## src/rtl/cfc_pkg.sv

```systemverilog
package cfc_pkg;
    typedef enum logic [1:0] {
        MODE_VECTOR  = 2'd0,
        MODE_ALLONES = 2'd1,
        MODE_EQUAL   = 2'd2,
        MODE_DENY    = 2'd3
    } chk_mode_e;
endpackage

```

## src/rtl/cfc_membership.sv

```systemverilog
module cfc_membership
    import cfc_pkg::*;
#(
    parameter int PTR_W = 32,
    parameter int VEC_W = 64
) (
    input  chk_mode_e        mode,
    input  logic             in_bounds,
    input  logic [PTR_W-1:0] slot,
    input  logic [VEC_W-1:0] vec,
    input  logic [PTR_W-1:0] ptr,
    input  logic [PTR_W-1:0] base,
    output logic             hit
);
    localparam int IDX_W = $clog2(VEC_W);

    logic slot_fits;
    logic vec_bit;

    always_comb begin
        slot_fits = slot < PTR_W'(VEC_W);
        vec_bit   = vec[slot[IDX_W-1:0]];
        unique case (mode)
            MODE_VECTOR:  hit = in_bounds && slot_fits && vec_bit;
            MODE_ALLONES: hit = in_bounds;
            MODE_EQUAL:   hit = ptr == base;
            default:      hit = 1'b0;
        endcase
    end
endmodule

```

## config.mk

```make
export PLATFORM = sky130hd
export DESIGN_NAME = cfc_membership
export DESIGN_NICKNAME = d
export VERILOG_FILES = /design/src/rtl/cfc_pkg.sv /design/src/rtl/cfc_membership.sv
export SDC_FILE = /design/constraint.sdc
export NUM_CORES = 1
export LEC_CHECK = 0
export BUFFER_PORTS_ARGS = -buffer_cell sky130_fd_sc_hd__buf_2
export CAP_MARGIN = 20
export CORE_MARGIN = 10
export CORE_UTILIZATION = 27
export DETAILED_ROUTE_END_ITERATION = 10
export GPL_ROUTABILITY_DRIVEN = 0
export PLACE_DENSITY = 0.78
export SLEW_MARGIN = 10
export SYNTH_ARGS = -nofsm -noshare
export SYNTH_HDL_FRONTEND = slang
export SYNTH_SLANG_ARGS = --single-unit
export TNS_END_PERCENT = 50
```

## constraint.sdc

```tcl
create_clock -name vclk -period 1.5
set_input_delay 0.075 -clock vclk [all_inputs]
set_output_delay 0.075 -clock vclk [all_outputs]
set_load 0.05 [all_outputs]
```

After elaboration in Yosys (flattened, before gate mapping)
Cells that the tools add are included.
{"block": "word_totals", "regBits": 0, "input_bits": 163, "out_inout_bits": 1, "elab_cells": 11}
{"block": "op_classes", "magnitude_cmp": 2, "eq_ne": 3, "muxes": 3, "reduce_logical": 3}
{"operator": "$eq A32 B32 Y1", "count": 1}
{"operator": "$lt A32 B7 Y1 const B", "count": 1}
{"operator": "$lt A6 B7 Y1 const B", "count": 1}
{"operator": "$bmux W1 S6", "count": 1}
{"operator": "$pmux W1 S3", "count": 1}
{"operator": "$eq A2 B1 Y1 const B", "count": 1}
{"operator": "$eq A2 B2 Y1 const B", "count": 1}
{"operator": "$logic_and A1 B1 Y1", "count": 2}
{"operator": "$logic_not A2 Y1", "count": 1}
{"operator": "$mux W1", "count": 1}

Depth between registers and ports, before layout
{"block": "depth", "ltp_word": 4, "depth_mapped": 7, "ltp_nobuf": 5}

Worst setup path before layout
OpenSTA, ideal clock, no wires.
{"block": "synth_path", "path_type": "input -> output", "from": "input slot[2]", "to": "output hit", "t_arrival_ns": 2.455, "t_required_ns": 1.425, "slack_ns": -1.030, "cell_stages": 7, "path_buffers": 2, "cell_sequence": "buf_2 clkbuf_1 nor2_1 o2bb2ai_1 o41ai_1 a211oi_1 o32ai_1"}
{"block": "synth_between", "elab_chain_len": 4, "word_cells_on_any_way": 6, "classes_between": "1 x order compare; 3 x mux; 2 x reduce/logical"}
{"item": "start: declaration", "line_no": "cfc_membership.sv:9", "source": "input logic [PTR_W-1:0] slot,"}
{"item": "$lt A32 B7 Y1 / $bmux W1 S6 (equally long branches)", "line_no": "cfc_membership.sv:21, cfc_membership.sv:22"}
{"item": "$logic_and A1 B1 Y1 / $mux W1 (equally long branches)", "line_no": "cfc_membership.sv:24, cfc_membership.sv:22"}
{"item": "$logic_and A1 B1 Y1 (*)", "line_no": "cfc_membership.sv:24", "source": "MODE_VECTOR: hit = in_bounds && slot_fits && vec_bit;"}
{"item": "$pmux W1 S3 (*)", "line_no": "cfc_membership.sv:23", "source": "unique case (mode)"}
{"item": "end: declaration", "line_no": "cfc_membership.sv:13", "source": "output logic hit"}
Mark *: on every way between the ends. The rest lies on a longest branch, timed or not. The select of a mux whose other input is x is not followed.

Final worst setup path
{"block": "layout_path", "from": "input slot[0]", "to": "output hit"}
The elaborated chain is that of the path after synthesis.

==> summary by stage <==
Cells and area
The filler-free cell count of the finished design is 324. In the final layout, the share of cells above drive strength 1 is 0.6848. The final cell area excluding filler cells is 0.002013 sq mm. The total inserted antenna cells is 0. In the finished layout, the clock tree contains a buffer count of 0. The area growth from synthesis to final layout is 95.03%. The flip-flop and latch count is 0. Fill cells in the final layout number 365. The sequential cell area is 0 sq um. At the end of the flow, the number of nets in the layout was 441.

The final core utilization is 0.5458.

Setup path
The delay contributed by the slowest stage of the critical path is 0.50 ns. The worst setup path is launched from an input pin. The combined buffer and inverter count along the critical path is 2. The library cell contributing the largest single delay on the critical path is mux4_2. In this design, the critical path's most frequently occurring cell is mux4_2. The critical path goes through buf_12 > mux4_2 > mux4_2 > nor2b_4 > a211oi_2 > o32ai_4 > buf_6.

By startpoint and endpoint, the worst setup path is classified as in2out. The category of cells accounting for the largest share of critical-path delay is multiplexers. Data on the critical path is required at its endpoint by 1.42 ns.

STA classifies the critical path endpoint as a primary output. Along the worst path, the maximum fanout reaches 6. The data arrival time of the critical path is 1.81 ns.

Run
The tool flagged a number of max-cap violations equal to 0.

STA
The final worst slack is -0.3821 ns. The hold violation count in the final report came to 0. Setup violations remaining at the end of the flow were counted as 1. In this run the tightest slew margin relative to its limit is 0.7260. Setup repair after global routing could not meet its margin everywhere. The number of max-slew violations in the final report was 0. The timing-limited maximum frequency is 0.5313 GHz. After layout, the minimum clock period comes to 1.882 ns. The worst-margin pin slew is 0.4058 ns. In the finished design, the share of the clock period the worst path needs comes to 1.255.

Floorplanning
The floorplan has 22 rows. The I/O pin total is 164. The core region is 0.003689 sq mm. The die covers 0.006696 sq mm. The effective utilization at floorplan is 0.2799. The overall die height is 81.83 um. In this run the horizontal extent of the chip is 81.83 um.

Detailed routing
The total wire length after detailed routing is 5385 um. The detailed-router iteration count before antenna repair is 4. The initial DRC count is 33. The total number of vias is 1550. In the routed design, unresolved DRC markers number 0. The post-detailed-route wirelength per cell is 16.62 um.

The detail route stage leaves a number of antenna-violating nets equal to 0. In the routed layout, each cell is associated on average with a via count of 4.784.

Yosys
The share of synthesized area in the top cell type comes to 0.2630. In this run, distinct cell masters in the synthesized netlist total 33. The average footprint of a synthesized cell is 9.558 sq um.

For this run, the register share of the synthesized area comes to 0. Yosys printed 0 warnings. After synthesis, the cell types taking the most area are xnor2_1 26%, mux4_1 20%, mux2i_1 8.7%, mux4_2 8.7%, nand4_1 4.8%. The cell area that synthesis handed to floorplanning was 0.001032 sq mm.

The number of nets handed over by synthesis was 271. After technology mapping, the gate count stands at 108. The top cell type by total area after synthesis is xnor2_1.

Placement
Counting tap cells, the placed design contains a total of 324 instances. In this run the tool buffered the top-level ports with 164 buffer cells. The detailed-placement wirelength estimate is 5182 um. The area of placed instances is 0.001989 sq mm.

Hold path
The kind of path behind the tightest hold check is in2out.

Power
Across the VDD grid, the largest voltage drop is 0.1307 mV. Dividing total power by cell area gives a power density of 258.0 mW/mm^2. The analysis attributes to cell leakage a power of 0.001010 uW.

GRT
In the global route stage, overall resource usage came out at 0.1393. Entering global routing, the biggest net connects 13 pins. The number of antenna violations at the first check in global routing is 0.

The first global-routing pass estimated 7624 um of wire. The via count of the first global-routing pass is 1782. Summed over all layers, the global routing overflow is 0.

Status
The run finished, with violations left. The checks that failed: setup timing.
-- routing by layer --
metal	share of wire	GRT usage	routed length, um
met5	0	0	0
met4	0.0048	0.008503	26
met3	0.11	0.04476	581
met2	0.57	0.2908	3061
met1	0.32	0.1321	1716
-- final timing paths --
path	cells past startpoint	slack (ns)	startpoint	end
setup / recovery	7	-0.38	slot[0]	hit
hold / removal	4	0.60	mode[1]	hit
-- tightest hold or removal path, stage by stage --
cell and delay, ns:
buf_2 0.09, nor2_1 0.06, o32ai_4 0.12, buf_6 0.18
-- power breakdown --
group / internal [uW] / switching, uW / leakage (uW) / total [uW]
Combinational: 334 / 185 / 0.00101 / 519
Sequential: 0 / 0 / 0 / 0
Clock: 0 / 0 / 0 / 0
Total: 334 / 185 / 0.00101 / 519
-- per-stage QoR --
stage          hold WS, ns  total power [uW]  setup TNS, ns  setup WS (ns)
6_report            0.5982             519.4        -0.3821        -0.3821
5_1_grt             0.6258             569.8        -0.4278        -0.4278
4_1_cts             0.6132             525.8        -0.3790        -0.3790
3_5_place_dp        0.7119             515.5        -0.6266        -0.6266
3_3_place_gp        0.7140             498.6        -0.6093        -0.6093
2_1_floorplan       0.4730             243.9        -0.2643        -0.2643
-- placed cells by master (no fill, tap or decap), drive strengths merged, types with 2 or more instances in the layout --
cell type	instances
a311oi	2
nor2	2
mux2i	9
nor3	2
mux2	3
nand2	5
nor2b	4
nor4	7
mux4	12
xnor2	31
buf	172
nand4	8
-- synth_stat cells, types with 2 or more instances --
master / number
a311oi_1: 2
nor4_1: 7
mux2i_1: 9
mux4_2: 4
nand2_1: 5
nor3_1: 2
mux2_2: 3
nand4_1: 8
xnor2_1: 31
mux4_1: 8
nor2b_1: 4
nor2_1: 2
buf_2: 3
-- cell families after synthesis --
| kind of cell | share of synthesized area |
|---|---|
| simple gates | 0.1903 |
| compound gates | 0.09456 |
| mux | 0.4109 |
| xor+xnor | 0.2715 |
| buf+inv | 0.03272 |
-- repair_timing --
item                       CTS  global route
hold buffers                 0             0
setup buffers                0             0
gates resized for setup      8             1
pin swaps                    1             3
setup endpoints to repair    1             1
-- area by class of cell --
| type | instances | area (sq um) | area share |
|---|---|---|---|
| Multi-Input combinational cell | 102 | 1021 | 0.5071 |
| Inverter | 1 | 3.754 | 0.001865 |
| Timing Repair Buffer | 173 | 928.4 | 0.4612 |
| Tap cell | 48 | 60.06 | 0.02983 |
Note: power is estimated with default switching activity, not from simulation.
